[src/rtl/flash_seg_pkg.sv]
package flash_seg_pkg;

    localparam int DEF_ADDR_W     = 32;
    localparam int DEF_UNIT_SHIFT = 16;
    localparam int DEF_NUM_CS     = 4;

    // Reset word for chip select idx: the first n_rst selects get back-to-back
    // windows of units_per 64 KB units; the rest are disabled.
    function automatic logic [63:0] seg_reset_word(input int idx, input int units_per,
                                                   input int n_rst, input int field_w);
        logic [63:0] lo;
        logic [63:0] hi;
        if (idx >= n_rst) begin
            return 64'd0;
        end
        lo = 64'(idx * units_per);
        hi = lo + 64'(units_per) - 64'd1;
        return (hi << field_w) | lo;
    endfunction

endpackage

[src/rtl/seg_reg_file.sv]
module seg_reg_file #(
    parameter int NUM_CS    = 4,
    parameter int FIELD_W   = 16,
    parameter int RST_UNITS = 2048,
    parameter int RST_SEGS  = 2,
    localparam int REG_W    = 2 * FIELD_W,
    localparam int IDX_W    = (NUM_CS > 1) ? $clog2(NUM_CS) : 1
) (
    input  logic                    clk,
    input  logic                    rst_n,
    input  logic                    wr_en,
    input  logic [IDX_W-1:0]        wr_idx,
    input  logic [REG_W-1:0]        wr_data,
    input  logic [IDX_W-1:0]        rd_idx,
    output logic [REG_W-1:0]        rd_data,
    output logic [NUM_CS*REG_W-1:0] regs_flat
);
    import flash_seg_pkg::*;

    logic [REG_W-1:0] seg_q [NUM_CS];

    for (genvar g = 0; g < NUM_CS; g++) begin : g_seg
        localparam logic [REG_W-1:0] RST_VAL =
            REG_W'(seg_reset_word(g, RST_UNITS, RST_SEGS, FIELD_W));

        always_ff @(posedge clk) begin
            if (!rst_n) begin
                seg_q[g] <= RST_VAL;
            end else if (wr_en && (wr_idx == IDX_W'(g))) begin
                seg_q[g] <= wr_data;
            end
        end

        assign regs_flat[g*REG_W +: REG_W] = seg_q[g];
    end

    always_comb begin
        rd_data = '0;
        for (int i = 0; i < NUM_CS; i++) begin
            if (rd_idx == IDX_W'(i)) begin
                rd_data = seg_q[i];
            end
        end
    end
endmodule

[src/rtl/seg_window_calc.sv]
module seg_window_calc #(
    parameter int ADDR_W     = 32,
    parameter int UNIT_SHIFT = 16,
    parameter logic [ADDR_W-1:0] FLASH_BASE = 32'h2000_0000,
    localparam int FIELD_W   = ADDR_W - UNIT_SHIFT,
    localparam int REG_W     = 2 * FIELD_W,
    localparam int SIZE_W    = ADDR_W + 1
) (
    input  logic [REG_W-1:0]  seg_word,
    output logic              seg_valid,
    output logic [ADDR_W-1:0] lo_off,
    output logic [ADDR_W-1:0] hi_off,
    output logic [ADDR_W-1:0] abs_base,
    output logic [SIZE_W-1:0] byte_size
);
    logic [FIELD_W-1:0] start_u;
    logic [FIELD_W-1:0] last_u;
    logic [FIELD_W:0]   unit_cnt;
    logic               ordered;

    assign start_u  = seg_word[FIELD_W-1:0];
    assign last_u   = seg_word[REG_W-1:FIELD_W];
    assign ordered  = (last_u >= start_u);
    assign seg_valid = (seg_word != '0) && ordered;

    assign lo_off   = {start_u, {UNIT_SHIFT{1'b0}}};
    assign hi_off   = {last_u, {UNIT_SHIFT{1'b1}}};
    assign unit_cnt = {1'b0, last_u} + {{FIELD_W{1'b0}}, 1'b1} - {1'b0, start_u};

    always_comb begin
        if (seg_word == '0) begin
            abs_base = FLASH_BASE;
        end else begin
            abs_base = FLASH_BASE + lo_off;
        end
        if (seg_valid) begin
            byte_size = {unit_cnt, {UNIT_SHIFT{1'b0}}};
        end else begin
            byte_size = '0;
        end
    end
endmodule

[src/rtl/seg_hit_select.sv]
module seg_hit_select #(
    parameter int NUM_CS = 4,
    parameter int ADDR_W = 32
) (
    input  logic [ADDR_W-1:0]        offset,
    input  logic                     in_window,
    input  logic [NUM_CS-1:0]        seg_valid,
    input  logic [NUM_CS*ADDR_W-1:0] lo_flat,
    input  logic [NUM_CS*ADDR_W-1:0] hi_flat,
    output logic [NUM_CS-1:0]        hit,
    output logic                     miss
);
    logic [NUM_CS-1:0] raw;

    for (genvar g = 0; g < NUM_CS; g++) begin : g_cmp
        assign raw[g] = in_window && seg_valid[g] &&
                        (offset >= lo_flat[g*ADDR_W +: ADDR_W]) &&
                        (offset <= hi_flat[g*ADDR_W +: ADDR_W]);
    end

    // Lowest-index priority: keep only the least significant set bit.
    assign hit  = raw & (~raw + NUM_CS'(1));
    assign miss = (raw == '0);
endmodule

[src/rtl/flash_seg_decoder.sv]
module flash_seg_decoder #(
    parameter int ADDR_W     = flash_seg_pkg::DEF_ADDR_W,
    parameter int UNIT_SHIFT = flash_seg_pkg::DEF_UNIT_SHIFT,
    parameter int NUM_CS     = flash_seg_pkg::DEF_NUM_CS,
    parameter logic [ADDR_W-1:0] FLASH_BASE = 32'h2000_0000,
    parameter logic [ADDR_W:0]   WIN_BYTES  = 33'h0_1000_0000,
    parameter int RST_UNITS  = 2048,
    parameter int RST_SEGS   = 2,
    localparam int FIELD_W   = ADDR_W - UNIT_SHIFT,
    localparam int REG_W     = 2 * FIELD_W,
    localparam int SIZE_W    = ADDR_W + 1,
    localparam int IDX_W     = (NUM_CS > 1) ? $clog2(NUM_CS) : 1
) (
    input  logic                     clk,
    input  logic                     rst_n,
    input  logic                     reg_wr_en,
    input  logic [IDX_W-1:0]         reg_wr_idx,
    input  logic [REG_W-1:0]         reg_wr_data,
    input  logic [IDX_W-1:0]         reg_rd_idx,
    output logic [REG_W-1:0]         reg_rd_data,
    input  logic [ADDR_W-1:0]        bus_addr,
    output logic [NUM_CS-1:0]        cs_hit,
    output logic                     cs_miss,
    output logic [NUM_CS*ADDR_W-1:0] win_base,
    output logic [NUM_CS*SIZE_W-1:0] win_size
);
    logic [NUM_CS*REG_W-1:0]  regs_flat;
    logic [NUM_CS-1:0]        seg_valid;
    logic [NUM_CS*ADDR_W-1:0] lo_flat;
    logic [NUM_CS*ADDR_W-1:0] hi_flat;
    logic [ADDR_W-1:0]        offset;
    logic                     in_window;

    seg_reg_file #(
        .NUM_CS    (NUM_CS),
        .FIELD_W   (FIELD_W),
        .RST_UNITS (RST_UNITS),
        .RST_SEGS  (RST_SEGS)
    ) u_regs (
        .clk       (clk),
        .rst_n     (rst_n),
        .wr_en     (reg_wr_en),
        .wr_idx    (reg_wr_idx),
        .wr_data   (reg_wr_data),
        .rd_idx    (reg_rd_idx),
        .rd_data   (reg_rd_data),
        .regs_flat (regs_flat)
    );

    for (genvar g = 0; g < NUM_CS; g++) begin : g_win
        seg_window_calc #(
            .ADDR_W     (ADDR_W),
            .UNIT_SHIFT (UNIT_SHIFT),
            .FLASH_BASE (FLASH_BASE)
        ) u_calc (
            .seg_word  (regs_flat[g*REG_W +: REG_W]),
            .seg_valid (seg_valid[g]),
            .lo_off    (lo_flat[g*ADDR_W +: ADDR_W]),
            .hi_off    (hi_flat[g*ADDR_W +: ADDR_W]),
            .abs_base  (win_base[g*ADDR_W +: ADDR_W]),
            .byte_size (win_size[g*SIZE_W +: SIZE_W])
        );
    end

    assign offset    = bus_addr - FLASH_BASE;
    assign in_window = (bus_addr >= FLASH_BASE) && ({1'b0, offset} < WIN_BYTES);

    seg_hit_select #(
        .NUM_CS (NUM_CS),
        .ADDR_W (ADDR_W)
    ) u_sel (
        .offset    (offset),
        .in_window (in_window),
        .seg_valid (seg_valid),
        .lo_flat   (lo_flat),
        .hi_flat   (hi_flat),
        .hit       (cs_hit),
        .miss      (cs_miss)
    );
endmodule

[config.mk]
export PLATFORM = sky130hd
export DESIGN_NAME = flash_seg_decoder
export DESIGN_NICKNAME = d
export VERILOG_FILES = /design/src/rtl/flash_seg_pkg.sv /design/src/rtl/seg_reg_file.sv /design/src/rtl/seg_window_calc.sv /design/src/rtl/seg_hit_select.sv /design/src/rtl/flash_seg_decoder.sv
export SDC_FILE = /design/constraint.sdc
export NUM_CORES = 1
export LEC_CHECK = 0
export ABC_AREA = 1
export CAP_MARGIN = 20
export CELL_PAD_IN_SITES_DETAIL_PLACEMENT = 0
export CELL_PAD_IN_SITES_GLOBAL_PLACEMENT = 1
export CORE_MARGIN = 5
export CORE_UTILIZATION = 37
export CTS_CLUSTER_DIAMETER = 80
export CTS_CLUSTER_SIZE = 25
export DETAILED_ROUTE_END_ITERATION = 8
export PLACE_DENSITY = 0.82
export SYNTH_ARGS = -nofsm -noshare
export SYNTH_HDL_FRONTEND = slang
export SYNTH_SLANG_ARGS = --single-unit
[constraint.sdc]
create_clock -name clk -period 3.45 [get_ports clk]
set_clock_uncertainty 0.1 [all_clocks]
set_input_delay 0.345 -clock clk [delete_from_list [all_inputs] [get_ports clk]]
set_output_delay 0.345 -clock clk [all_outputs]
set_load 0.02 [all_outputs]
==> flow_summary.json, run 1 <==
{
  "status": "finished clean",
  "post-route-min-period_ns": 3.41,
  "synthArstFlopShare_pct": 0,
  "clk_pin_slew_ns": 0.06,
  "synth_area_per_cell_sq_um": 7.61,
  "synth.distinct_cells": 45,
  "dr_total_vias": 15022,
  "cp-start-kind": "input port",
  "clkSinkCount": 128,
  "yosysMostFrequentCell": "nand2_1",
  "numCtsBuffers": 17,
  "seq_area_sq_um": 3840,
  "cts_max_path_buffers": 2,
  "gr-usage-met2_pct": 40.8,
  "synth_flop_cell": "edfxtp_1",
  "max_cap_viol_count": 0,
  "yosys_warnings": 0,
  "seq_area_frac_synth_pct": 24.9,
  "ys_top_cells_by_area": "edfxtp_1 (25%), ha_1 (21%), nand2_1 (7.6%)",
  "ant_nets": 0,
  "syn_area_sq_um": 15500,
  "synthCells": 2030,
  "placed_cells": 2850,
  "yosys-top-cells-count": "nand2_1 (311), inv_1 (290), nor2_1 (286), ha_1 (265), a21oi_1 (149)",
  "wl_um": 61000,
  "synth_edf_count": 128,
  "final_cell_count_no_fill": 2907,
  "die_y_um": 214,
  "io_pins": 368,
  "clkPwrFrac_pct": 24.8,
  "dp_worst_setup_slack_ns": -0.443,
  "grt_pass1_vias": 14780,
  "yosysTopAreaCellShare_pct": 24.9,
  "fp.coreArea_sq_um": 41100,
  "fp.dieW_um": 214,
  "tightest_slew_ns": 0.920,
  "cellPowerDensity_nw_per_um2": 395,
  "largest_reg_flops": 128,
  "critPathRequiredTime_ns": 3.00,
  "hp-class": "in2reg",
  "ir_drop_mv": 0.315,
  "die_area_sq_um": 46000,
  "crit_type": "in2out",
  "path_max_fanout": 15,
  "area_growth_pct": 27.5,
  "p_sw_share_pct": 42.2,
  "multi_input_area_sq_um": 9970,
  "dp.final_hpwl_um": 50700,
  "grt-busiest-layer": "met2",
  "p_leak_nw": 9.81,
  "p_int_mw": 4.50,
  "port_buffers": 239,
  "finalNetCount": 2729,
  "max_freq_ghz": 0.294,
  "post-route-period-util_pct": 98.8,
  "use_met1_pct": 35.0,
  "drc": 0,
  "cts_tree": "built",
  "largest_register": "u_regs.seg_q",
  "power_mw": 7.79,
  "cts_root_buffer": "clkbuf_16",
  "first_pass_iters": 6,
  "htreeDepth": 4,
  "gp_congestion": 0.998,
  "initial_utilization_pct": 37.6,
  "crit_path_end_kind": "output pin",
  "grt-ovfl-total": 0,
  "setup_viol": 0,
  "row_count": 74,
  "reg_top3": "u_regs.seg_q: 128 flops",
  "ys_ff_latch": 128,
  "post-route-worst-setup-slack_ns": 0.0431,
  "grt_max_degree": 33,
  "grt_pass1_wl_um": 90500,
  "crit_arrival_ns": 2.96,
  "hold_viol": 0,
  "tns_ns": 0,
  "fillers": 4085,
  "seq_power_share_pct": 25.6,
  "routedWlPerCell_um": 21.0,
  "globalRouteTotalUtil_pct": 25.6,
  "power_frac_comb_pct": 49.6,
  "crit_start": "reg_rd_idx[0]",
  "cp-endpoint": "reg_rd_data[12]",
  "fin_util_pct": 47.9,
  "synth_top_area_cell": "edfxtp_1",
  "layout-drive-gt1-share_pct": 14.4,
  "drtIter0Drc": 1470,
  "antenna_found_initial": 2,
  "power_switching_mw": 3.28,
  "slew_violations": 0,
  "vias_per_cell": 5.17,
  "timing.slew.headroom_pct": 38.0,
  "grt_use_met3_pct": 6.10
}
## cell families (layout without fill, tap and decap cells)
logic type / count (synthesis) / in the layout / share of synthesized area [%]
other: 1 / 129 / 0.0243
xor gates and xnor gates: 40 / 40 / 2.27
and+or+nand+nor: 769 / 769 / 21.1
DFF: 128 / 128 / 24.9
buffers and inverters: 506 / 723 / 15.5
AOI/OAI and AO/OA: 289 / 289 / 10.6
adders and majority gates: 297 / 297 / 25.6
## power groups by stage
stage | registers (mW) | clock network [mW] | logic, mW
after floorplan | 1.94 | 0 | 2.46
after global placement | 2.02 | 0 | 3.83
after detailed placement | 2.01 | 0 | 3.87
after CTS | 1.98 | 1.93 | 3.79
after global routing | 2.00 | 2.00 | 4.26
final | 1.99 | 1.93 | 3.87
## layer usage
| layer | wire [um] | up-vias |
|---|---|---|
| li1 | - | 7092 |
| met1 | 25700 | 7027 |
| met2 | 27100 | 790 |
| met3 | 6510 | 109 |
| met4 | 1650 | 4 |
| met5 | 27 | - |
## how the worst min path moves through the flow
stage / startpoint / slack (ns) / endpoint / cells past startpoint
after floorplan: reg_wr_data[16] / 0.45 / u_regs.seg_q[0][16]$_SDFFCE_PN1P_ / 2
after global placement: reg_wr_data[4] / 0.99 / u_regs.seg_q[2][4]$_SDFFCE_PN0P_ / 3
after detailed placement: reg_wr_data[4] / 1.01 / u_regs.seg_q[1][4]$_SDFFCE_PN0P_ / 3
after CTS: reg_wr_data[18] / 0.57 / u_regs.seg_q[0][18]$_SDFFCE_PN1P_ / 3
after global routing: reg_wr_data[4] / 0.58 / u_regs.seg_q[0][4]$_SDFFCE_PN0P_ / 3
final: reg_wr_data[3] / 0.58 / u_regs.seg_q[0][3]$_SDFFCE_PN0P_ / 3
## cell usage in the layout, fill, tap and decap left out, drive strengths merged, types with 32 or more instances in the layout
| cell | netlist | routed |
|---|---|---|
| nand3 | 80 | 80 |
| buf | 141 | 176 |
| ha | 265 | 265 |
| conb | 1 | 128 |
| inv | 299 | 306 |
| nand4 | 46 | 46 |
| fa | 32 | 32 |
| o21ai | 69 | 69 |
| a21oi | 152 | 152 |
| nand2 | 321 | 321 |
| edfxtp | 128 | 128 |
| nor2 | 288 | 288 |
| clkdlybuf4s50 | 0 | 166 |
## what timing repair did
action	CTS	global route
pin swaps	1	23
resized for setup	117	131
buffers inserted	4	20
setup endpoints to repair	67	52
hold buffers	0	0
## final cells by class
| type | instances | area share (%) |
|---|---|---|
| Timing Repair Buffer | 392 | 17.6 |
| Clock inverter | 14 | 0.985 |
| Multi-Input combinational cell | 1523 | 50.6 |
| Sequential cell | 128 | 19.5 |
| Tap cell | 532 | 3.38 |
| Inverter | 299 | 5.72 |
| Antenna cell | 1 | 0.0127 |
| Clock buffer | 18 | 2.18 |
## worst max-delay path, cell delays in order
cell and delay, ns:
clkdlybuf4s50_1 0.55, nand2_1 0.41, o21ai_0 0.89, clkdlybuf4s50_1 0.76
## per-stage QoR
stage	cell area (sq um)	hold WS, ns
5_1_grt	19700	0.585
4_1_cts	19400	0.567
2_1_floorplan	15900	0.448
3_3_place_gp	18700	0.994
3_5_place_dp	18700	1.01
6_report	19700	0.577
(Power assumes the default switching activity.)
==> run 2, diff against run 1 <==
CORE_UTILIZATION = 48   (was 37)
DONT_BUFFER_PORTS = 1   (was default)
PLACE_DENSITY = 0.83   (was 0.82)
==> flow_summary.json, run 2 (synthesized netlist as in run 1, its figures left out) <==
{
  "status": "finished clean",
  "hold_viol": 0,
  "largest_reg_flops": 128,
  "hp-class": "in2reg",
  "post-route-min-period_ns": 3.43,
  "first_pass_iters": 5,
  "area_growth_pct": 10.7,
  "dr_total_vias": 14104,
  "initial_utilization_pct": 48.9,
  "post-route-period-util_pct": 99.3,
  "htreeDepth": 4,
  "cts_root_buffer": "clkbuf_16",
  "cts_max_path_buffers": 2,
  "post-route-worst-setup-slack_ns": 0.0237,
  "finalNetCount": 2460,
  "clkSinkCount": 128,
  "crit_arrival_ns": 2.98,
  "grt-ovfl-total": 0,
  "ant_nets": 0,
  "wl_um": 55600,
  "diodes": 0,
  "clk_pin_slew_ns": 0.06,
  "final_common_cell": "nand2_1",
  "port_buffers": 0,
  "reg_top3": "u_regs.seg_q: 128 flops",
  "row_count": 65,
  "dpl-instance-area_sq_um": 15900,
  "grt_max_degree": 33,
  "slew_violations": 0,
  "gp_congestion": 1.01,
  "fp.dieW_um": 189,
  "final_cell_count_no_fill": 2507,
  "setup_viol": 0,
  "max_freq_ghz": 0.292,
  "drc": 0,
  "drtIter0Drc": 1320,
  "grt_pass1_wl_um": 80600,
  "cellPowerDensity_nw_per_um2": 421,
  "p_leak_nw": 8.53,
  "layout-drive-gt1-share_pct": 15.2,
  "stdcell_area_sq_um": 17100,
  "dp_worst_setup_slack_ns": 0.363,
  "routedWlPerCell_um": 22.2,
  "fp.coreArea_sq_um": 31600,
  "crit_path_end_kind": "output pin",
  "largest_register": "u_regs.seg_q",
  "grt_pass1_vias": 13328,
  "crit_type": "reg2out",
  "path_max_fanout": 4,
  "globalRouteTotalUtil_pct": 29.7,
  "io_pins": 368,
  "cp-start-kind": "register",
  "ir_drop_mv": 0.417,
  "die_area_sq_um": 35900,
  "dp.final_hpwl_um": 45400,
  "antenna_found_initial": 1,
  "placed_cells": 2449,
  "rsz0062_at_grt": "true",
  "timing.slew.headroom_pct": 20.9,
  "holdBufCountCts": 0,
  "holdWs_ns": 0.0754,
  "numCtsBuffers": 17,
  "vias_per_cell": 5.63,
  "die_y_um": 189,
  "cts_tree": "built",
  "tightest_slew_ns": 1.17,
  "final_cell_mix": "nand2_1 (295), nor2_1 (272), inv_1 (262)",
  "max_cap_viol_count": 0,
  "critPathRequiredTime_ns": 3.00,
  "power_mw": 7.20
}
-- run 2: what timing repair did --
| action | 4_1_cts | 5_1_grt |
|---|---|---|
| pin swaps | 2 | 43 |
| setup endpoints to repair | 9 | 35 |
| gates resized for setup | 8 | 136 |
| setup buffers | 1 | 25 |
-- run 2: report_power, final --
| part | switching (mW) | total [mW] | leakage [nW] | internal [mW] |
|---|---|---|---|---|
| Combinational | 2.19 | 3.38 | 6.98 | 1.19 |
| Sequential | 0.204 | 2.04 | 1.26 | 1.84 |
| Clock | 0.765 | 1.77 | 0.281 | 1.01 |
| Total | 3.16 | 7.20 | 8.53 | 4.04 |
-- run 2: path summary, 6_finish.rpt --
kind	startpoint	end	slack, ns	depth (start not counted)
max	u_regs.seg_q[1][7]$_SDFFCE_PN0P_	cs_hit[3]	0.02	13
min	reg_wr_data[27]	u_regs.seg_q[1][27]$_SDFFCE_PN1P_	0.08	2
-- run 2: cell type report --
class	count	area [sq um]
well taps	402	503
fillers	3063	14500
flip-flops and latches	128	3840
inverters	299	1130
repair buffers	123	950
clock buffers	17	425
clock inverters	15	146
multi-input cells	1523	10100
-- run 2: critical path, cell delays in order, from the launching register on --
cell        delay (ns)
edfxtp_1          0.54
clkinvlp_4        0.33
buf_6             0.20
ha_1              0.28
nand2_1           0.09
nor3_1            0.24
nand2_1           0.12
nand3_4           0.13
nand2_2           0.09
nor2_2            0.14
nand2_4           0.10
nand3_1           0.11
nor2_2            0.06
buf_6             0.13
-- run 2: layer usage --
metal  vias up  GRT usage (%)  routed length [um]
met1      6614           39.2               21800
met4         2           8.01                1780
met2       829           46.9               24500
met5         -              0                  13
met3       114           9.77                7470
li1       6545              -                   -
-- run 2: per-stage QoR --
stage,utilization [%],setup TNS (ns)
2_1_floorplan,-,0
3_3_place_gp,50.2,0
3_5_place_dp,50.2,0
4_1_cts,52.1,0
5_1_grt,54.1,-1.55
6_report,54.1,0
